==> config.mk <==
export PLATFORM = sky130hd
export DESIGN_NAME = sspirq_top
export DESIGN_NICKNAME = d
export VERILOG_FILES = /design/src/rtl/sspirq_pkg.sv /design/src/rtl/ssp_level_cmp.sv /design/src/rtl/ssp_idle_timer.sv /design/src/rtl/ssp_status_regs.sv /design/src/rtl/sspirq_top.sv
export SDC_FILE = /design/constraint.sdc
export NUM_CORES = 1
export LEC_CHECK = 0
export BUFFER_PORTS_ARGS = -buffer_cell sky130_fd_sc_hd__clkbuf_2
export CORE_MARGIN = 4
export CORE_UTILIZATION = 43
export CTS_CLUSTER_DIAMETER = 100
export CTS_CLUSTER_SIZE = 20
export DETAILED_ROUTE_END_ITERATION = 12
export GPL_TIMING_DRIVEN = 0
export PLACE_DENSITY = 0.77
export SLEW_MARGIN = 30
export SYNTH_ARGS = -nofsm -noshare
export SYNTH_HDL_FRONTEND = slang
export SYNTH_SLANG_ARGS = --single-unit
export TNS_END_PERCENT = 20
==> constraint.sdc <==
create_clock -name clk -period 3 [get_ports clk]
set_clock_uncertainty 0.1 [all_clocks]
set_input_delay 0.3 -clock clk [delete_from_list [all_inputs] [get_ports clk]]
set_output_delay 0.3 -clock clk [all_outputs]
set_load 0.02 [all_outputs]
==> src/rtl/sspirq_pkg.sv <==
// Shared constants for the serial port interrupt status unit.
// Assumes: four sources with fixed bit positions, used by software.
package sspirq_pkg;
    localparam int SRC_N   = 4;
    localparam int SRC_OVR = 0;
    localparam int SRC_TO  = 1;
    localparam int SRC_RXH = 2;
    localparam int SRC_TXH = 3;

    typedef enum logic [1:0] {
        REG_MASK = 2'd0,
        REG_RAW  = 2'd1,
        REG_MIS  = 2'd2,
        REG_CLR  = 2'd3
    } reg_sel_e;
endpackage

==> src/rtl/ssp_level_cmp.sv <==
// Compares the FIFO fill counts against the half-way mark and the ends.
// Assumes: DEPTH is even and the counts never exceed DEPTH.
module ssp_level_cmp #(
    parameter int DEPTH = 8,
    parameter int LVL_W = $clog2(DEPTH + 1)
) (
    input  logic [LVL_W-1:0] rx_level,
    input  logic [LVL_W-1:0] tx_level,
    output logic             rx_half,
    output logic             tx_half,
    output logic             rx_empty,
    output logic             rx_full
);
    localparam logic [LVL_W-1:0] HALF = LVL_W'(DEPTH / 2);
    localparam logic [LVL_W-1:0] FULL = LVL_W'(DEPTH);

    // Threshold and end-of-range decode of the two fill counts.
    always_comb begin
        rx_half  = (rx_level >= HALF);
        tx_half  = (tx_level <= HALF);
        rx_empty = (rx_level == '0);
        rx_full  = (rx_level == FULL);
    end
endmodule

==> src/rtl/ssp_idle_timer.sv <==
// Counts serial bit periods while the receive FIFO holds data and pulses
// expire once the programmed number of bit periods has gone by.
// Assumes: a prescale value of 0 behaves as 1; after expiring the timer
// parks until the next restart or empty FIFO.
module ssp_idle_timer #(
    parameter int PRE_W = 8,
    parameter int SCR_W = 8,
    parameter int BITS  = 32,
    parameter int BIT_W = $clog2(BITS + 1)
) (
    input  logic             clk,
    input  logic             rst_n,
    input  logic             run,
    input  logic             restart,
    input  logic [PRE_W-1:0] prescale,
    input  logic [SCR_W-1:0] scr,
    output logic             expire
);
    localparam logic [BIT_W-1:0] BIT_LAST = BIT_W'(BITS - 1);
    localparam logic [BIT_W-1:0] BIT_DONE = BIT_W'(BITS);

    logic [PRE_W-1:0] pre_q;
    logic [SCR_W-1:0] scr_q;
    logic [BIT_W-1:0] bit_q;
    logic             pre_last, scr_last, spent;

    // End-of-period decode for each counter stage.
    always_comb begin
        pre_last = ({1'b0, pre_q} + 1'b1) >= {1'b0, prescale};
        scr_last = (scr_q >= scr);
        spent    = (bit_q == BIT_DONE);
        expire   = run && !restart && !spent && pre_last && scr_last
                   && (bit_q == BIT_LAST);
    end

    // Prescale, rate and bit-period counters; cleared on restart or empty.
    always_ff @(posedge clk) begin
        if (!rst_n || restart || !run) begin
            pre_q <= '0;
            scr_q <= '0;
            bit_q <= '0;
        end else if (!spent) begin
            if (pre_last) begin
                pre_q <= '0;
                if (scr_last) begin
                    scr_q <= '0;
                    bit_q <= bit_q + 1'b1;
                end else begin
                    scr_q <= scr_q + 1'b1;
                end
            end else begin
                pre_q <= pre_q + 1'b1;
            end
        end
    end

    AST_TMR_HOLD_EMPTY: assert property (@(posedge clk) disable iff (!rst_n)
        !run |=> (bit_q == '0 && pre_q == '0 && scr_q == '0));
    AST_TMR_ONE_SHOT: assert property (@(posedge clk) disable iff (!rst_n)
        expire |=> !expire);
endmodule

==> src/rtl/ssp_status_regs.sv <==
// Holds the enable mask and the two sticky flags, and forms raw and
// masked status. Assumes set conditions are single-cycle events.
module ssp_status_regs
    import sspirq_pkg::*;
(
    input  logic             clk,
    input  logic             rst_n,
    input  logic             ovr_set,
    input  logic             to_set,
    input  logic             rx_half,
    input  logic             tx_half,
    input  logic             reg_wr,
    input  logic [1:0]       reg_addr,
    input  logic [SRC_N-1:0] wbits,
    output logic [SRC_N-1:0] mask,
    output logic [SRC_N-1:0] raw,
    output logic [SRC_N-1:0] masked
);
    logic ovr_q, to_q;
    logic clr_hit, mask_hit;

    // Register-port write decode.
    always_comb begin
        clr_hit  = reg_wr && (reg_sel_e'(reg_addr) == REG_CLR);
        mask_hit = reg_wr && (reg_sel_e'(reg_addr) == REG_MASK);
    end

    // Enable mask register.
    always_ff @(posedge clk) begin
        if (!rst_n)        mask <= '0;
        else if (mask_hit) mask <= wbits;
    end

    // Sticky overrun flag: set dominates write-one-to-clear.
    always_ff @(posedge clk) begin
        if (!rst_n)                         ovr_q <= 1'b0;
        else if (ovr_set)                   ovr_q <= 1'b1;
        else if (clr_hit && wbits[SRC_OVR]) ovr_q <= 1'b0;
    end

    // Sticky timeout flag: set dominates write-one-to-clear.
    always_ff @(posedge clk) begin
        if (!rst_n)                        to_q <= 1'b0;
        else if (to_set)                   to_q <= 1'b1;
        else if (clr_hit && wbits[SRC_TO]) to_q <= 1'b0;
    end

    // Raw status assembly and enable masking.
    always_comb begin
        raw          = '0;
        raw[SRC_OVR] = ovr_q;
        raw[SRC_TO]  = to_q;
        raw[SRC_RXH] = rx_half;
        raw[SRC_TXH] = tx_half;
        masked       = raw & mask;
    end

    AST_OVR_SETS: assert property (@(posedge clk) disable iff (!rst_n)
        ovr_set |=> ovr_q);
    AST_OVR_CLEARS: assert property (@(posedge clk) disable iff (!rst_n)
        (clr_hit && wbits[SRC_OVR] && !ovr_set) |=> !ovr_q);
    AST_TO_CLEARS: assert property (@(posedge clk) disable iff (!rst_n)
        (clr_hit && wbits[SRC_TO] && !to_set) |=> !to_q);
    AST_SET_WINS: assert property (@(posedge clk) disable iff (!rst_n)
        (clr_hit && to_set) |=> to_q);
    AST_NO_CLR_RISE: assert property (@(posedge clk) disable iff (!rst_n)
        (!ovr_set && !ovr_q) |=> !ovr_q);
endmodule

==> src/rtl/sspirq_top.sv <==
// Interrupt status unit for a synchronous serial port: level compare,
// idle timeout, sticky flags, register read mux and combined interrupt.
// Assumes: level inputs are the current FIFO counts; strobes last one cycle.
module sspirq_top
    import sspirq_pkg::*;
#(
    parameter int DEPTH   = 8,
    parameter int LVL_W   = $clog2(DEPTH + 1),
    parameter int PRE_W   = 8,
    parameter int SCR_W   = 8,
    parameter int TO_BITS = 32,
    parameter int DATA_W  = 32
) (
    input  logic              clk,
    input  logic              rst_n,
    input  logic [LVL_W-1:0]  rx_level,
    input  logic [LVL_W-1:0]  tx_level,
    input  logic              frame_done,
    input  logic              rx_pop,
    input  logic [PRE_W-1:0]  prescale,
    input  logic [SCR_W-1:0]  scr,
    input  logic              reg_wr,
    input  logic [1:0]        reg_addr,
    input  logic [DATA_W-1:0] reg_wdata,
    output logic [DATA_W-1:0] reg_rdata,
    output logic              irq
);
    logic             rx_half, tx_half, rx_empty, rx_full;
    logic             to_expire, ovr_set, restart;
    logic [SRC_N-1:0] mask, raw, masked;
    logic             unused_wdata_hi;

    assign unused_wdata_hi = ^reg_wdata[DATA_W-1:SRC_N];

    ssp_level_cmp #(.DEPTH(DEPTH), .LVL_W(LVL_W)) i_lvl (
        .rx_level (rx_level),
        .tx_level (tx_level),
        .rx_half  (rx_half),
        .tx_half  (tx_half),
        .rx_empty (rx_empty),
        .rx_full  (rx_full)
    );

    // Event decode for the timer and overrun flag.
    always_comb begin
        restart = rx_pop || frame_done;
        ovr_set = frame_done && rx_full;
    end

    ssp_idle_timer #(.PRE_W(PRE_W), .SCR_W(SCR_W), .BITS(TO_BITS)) i_tmr (
        .clk      (clk),
        .rst_n    (rst_n),
        .run      (!rx_empty),
        .restart  (restart),
        .prescale (prescale),
        .scr      (scr),
        .expire   (to_expire)
    );

    ssp_status_regs i_sts (
        .clk      (clk),
        .rst_n    (rst_n),
        .ovr_set  (ovr_set),
        .to_set   (to_expire),
        .rx_half  (rx_half),
        .tx_half  (tx_half),
        .reg_wr   (reg_wr),
        .reg_addr (reg_addr),
        .wbits    (reg_wdata[SRC_N-1:0]),
        .mask     (mask),
        .raw      (raw),
        .masked   (masked)
    );

    // Register read mux; upper bits and the clear register read as zero.
    always_comb begin
        reg_rdata = '0;
        case (reg_sel_e'(reg_addr))
            REG_MASK: reg_rdata[SRC_N-1:0] = mask;
            REG_RAW:  reg_rdata[SRC_N-1:0] = raw;
            REG_MIS:  reg_rdata[SRC_N-1:0] = masked;
            default:  reg_rdata = '0;
        endcase
    end

    // Combined interrupt output register.
    always_ff @(posedge clk) begin
        if (!rst_n) irq <= 1'b0;
        else        irq <= |masked;
    end

    AST_IRQ_MASKED_OFF: assert property (@(posedge clk) disable iff (!rst_n)
        (mask == '0) |=> !irq);
    AST_IRQ_RAISE: assert property (@(posedge clk) disable iff (!rst_n)
        (|masked) |=> irq);
    AST_TO_NEEDS_DATA: assert property (@(posedge clk) disable iff (!rst_n)
        $rose(raw[SRC_TO]) |-> $past(rx_level != '0));
endmodule

==> out/metrics.cfg <==
[worst_setup_path]
startpoint_type = register
cp.required_ns = 3.11
path_class = register to register
cp.arrival_ns = 3.09
end_kind = register
path_max_fanout = 8
ff2ff_setup_slack_ns = 0.02

[synth]
synth_seq_area_share = 0.267
synthTopCellsByCount = 29 x dfxtp_1, 28 x buf_4, 26 x nor2_1
ys_types = 50
avgSynthCellArea_um2 = 8.40
synth_area_leader_cell = dfxtp_1
syn-cell-area_um2 = 2180
yosysMostFrequentCell = dfxtp_1
ys_top_cells_by_area = dfxtp_1 27%, ha_1 12%, buf_4 9.7%, xnor2_1 8.5%, nor2_1 4.5%
async_flop_share = 0
synth_ff_type = dfxtp_1
synthCells = 259
synth.ff_latch_count = 29
synth_edf_count = 0
synth_top_area_frac = 0.267
ys.warnings.count = 0

[finish]
drive_above_1_share = 0.351
fill_cells = 444
areaGrowthSynthToFinish_pct = 29.0
final_cell_area_um2 = 2810
nets = 425
diodes = 0

[global_routing]
grt-ovfl-total = 0
grt_pass1_vias = 1705
antenna_found_initial = 0
grt_pass1_wl_mm = 7.02
grt_start_max_net_pins = 11
grt_usage = 0.139

[timing]
finalSetupViolations = 0
rsz0062_at_grt = yes
timing.hold.ws_ns = 0.183
drv_slew = 0
period_share = 0.992
fmax_mhz = 336
worst_slack_ns = 0.0235
hold_viol = 0
fin_crit_ns = 2.98

[clock_tree]
cts.clk_slew.worst_paths_ns = 0.06
root_buffer = clkbuf_8
htreeDepth = 2
insertion_delay_ns = 0.28
numCtsBuffers = 5
cts_tree = done
cts.sinks = 29
cts.path.max_buffers = 2
postCtsHoldBufs = 0

[routing]
drc = 0
post_drt_via_cell_ratio = 4.60
wl_mm = 4.45
wl_per_cell_um = 10.9
first_pass_iters = 5
ant_nets = 0
drt_iter0_markers = 104
num_vias = 1883

[floorplanning]
coreArea_um2 = 4820
io_pins = 96
die_area_um2 = 6260
floorplan.rows = 25
start_util = 0.452
die-width_um = 79.1
die_h_um = 79.1

[power_and_ir_drop]
p_leak_nw = 1.30
vdd_drop_max_mv = 0.242
cellPowerDensity_nw_per_um2 = 303

[hold_path]
hp-class = primary input to register

[run_status]
status = finished, final reports clean

[place]
dp_slack_ns = -0.251
dpl_cell_area_um2 = 2560
gp_congestion = 0.824
numPortBuffers = 39
place_hpwl_mm = 3.35

[flow_run]
drv_cap = 0

[cell type report]
cell class / instances / area, um2 / area share
inverter: 22 / 82.6 / 0.0294
buffer: 34 / 258 / 0.0918
tap: 67 / 83.8 / 0.0299
sequential: 29 / 593 / 0.211
timing repair buffer: 49 / 270 / 0.0963
clock buffer: 7 / 86.3 / 0.0308
multi-input combinational: 201 / 1430 / 0.510
[routing by layer]
| metal | vias up | track usage | wire length (um) |
|---|---|---|---|
| li1 | 975 | - | - |
| met1 | 846 | 0.155 | 1840 |
| met2 | 56 | 0.253 | 2310 |
| met3 | 6 | 0.0408 | 235 |
| met4 | 0 | 0.0464 | 61 |
| met5 | - | 0 | 0 |
[flip-flops by register name, summed over array words and instances (netlist names)]
| name | count |
|---|---|
| i_sts.mask | 4 |
| i_sts.ovr_q | 1 |
| i_sts.to_q | 1 |
| i_tmr.bit_q | 6 |
| i_tmr.pre_q | 8 |
| i_tmr.scr_q | 8 |
| irq | 1 |
[through the flow]
stage	instances	setup TNS, ns	utilization	power, mW
2_1_floorplan	286	0	-	0.499
5_1_grt	409	-1.26	0.583	0.893
6_report	409	0	0.583	0.849
3_3_place_gp	392	-3.00	0.531	0.532
4_1_cts	401	0	0.560	0.853
3_5_place_dp	392	-4.18	0.531	0.535
[cell families after synthesis]
kind of cell    count (synthesis)  share of synthesized area
simple gates                   96                      0.244
buf+inv                        56                      0.156
compound gates                 29                      0.101
flops                          29                      0.267
xor+xnor                       24                     0.0966
fa+ha+maj                      20                      0.115
mux                             4                     0.0184
other cells                     1                    0.00172
[path summary, 6_finish.rpt]
check                      start        endpoint  depth (start not counted)
setup / recovery  i_tmr.pre_q[0]  i_tmr.pre_q[1]                         12
hold reg to reg   i_tmr.bit_q[5]      i_sts.to_q                          1
setup reg to reg  i_tmr.pre_q[0]  i_tmr.pre_q[1]                         12
hold / removal      reg_wdata[2]   i_sts.mask[2]                          3
[report_power, final]
group          switching [mW]  internal [mW]
Clock                   0.137          0.181
Sequential            0.00323          0.386
Combinational          0.0767         0.0649
Total                   0.217          0.633
[worst max-delay path: stages (launching register included)]
cell and delay (ns):
dfxtp_4 0.38, ha_4 0.16, nand3_4 0.08, or2_4 0.26
xnor2_2 0.13, ha_1 0.32, a21o_1 0.16, a221o_1 0.37
a211oi_4 0.38, nor2_2 0.06, or2_1 0.25, buf_6 0.15
nor2_2 0.10
[timing repair]
item                       in CTS  in global routing
gates resized for setup        11                 13
buffers inserted                2                  7
pin swaps                       2                 16
setup endpoints to repair      23                 22
cloned                          0                  1
[placed cells by master (no fill, tap or decap), types with 3 or more instances in the layout]
cell      synthesis  routed
clkbuf_2          0      39
buf_4            28      38
conb_1            1      28
dfxtp_1          29      25
nor2_1           26      23
inv_1            22      22
xnor2_1          21      19
ha_1             20      19
nand2_1          14      14
nor2_2           10      12
nand3_1           9       8
nor2b_1           6       6
clkbuf_8          0       6
o21ai_0           5       5
a21oi_1           4       4
mux2i_1           4       4
nor4_1            5       4
nand4_1           4       4
xor2_1            3       3
a21o_1            3       3
buf_6             3       3
dfxtp_4           0       3
No activity file was read; power rests on OpenSTA's default activity.
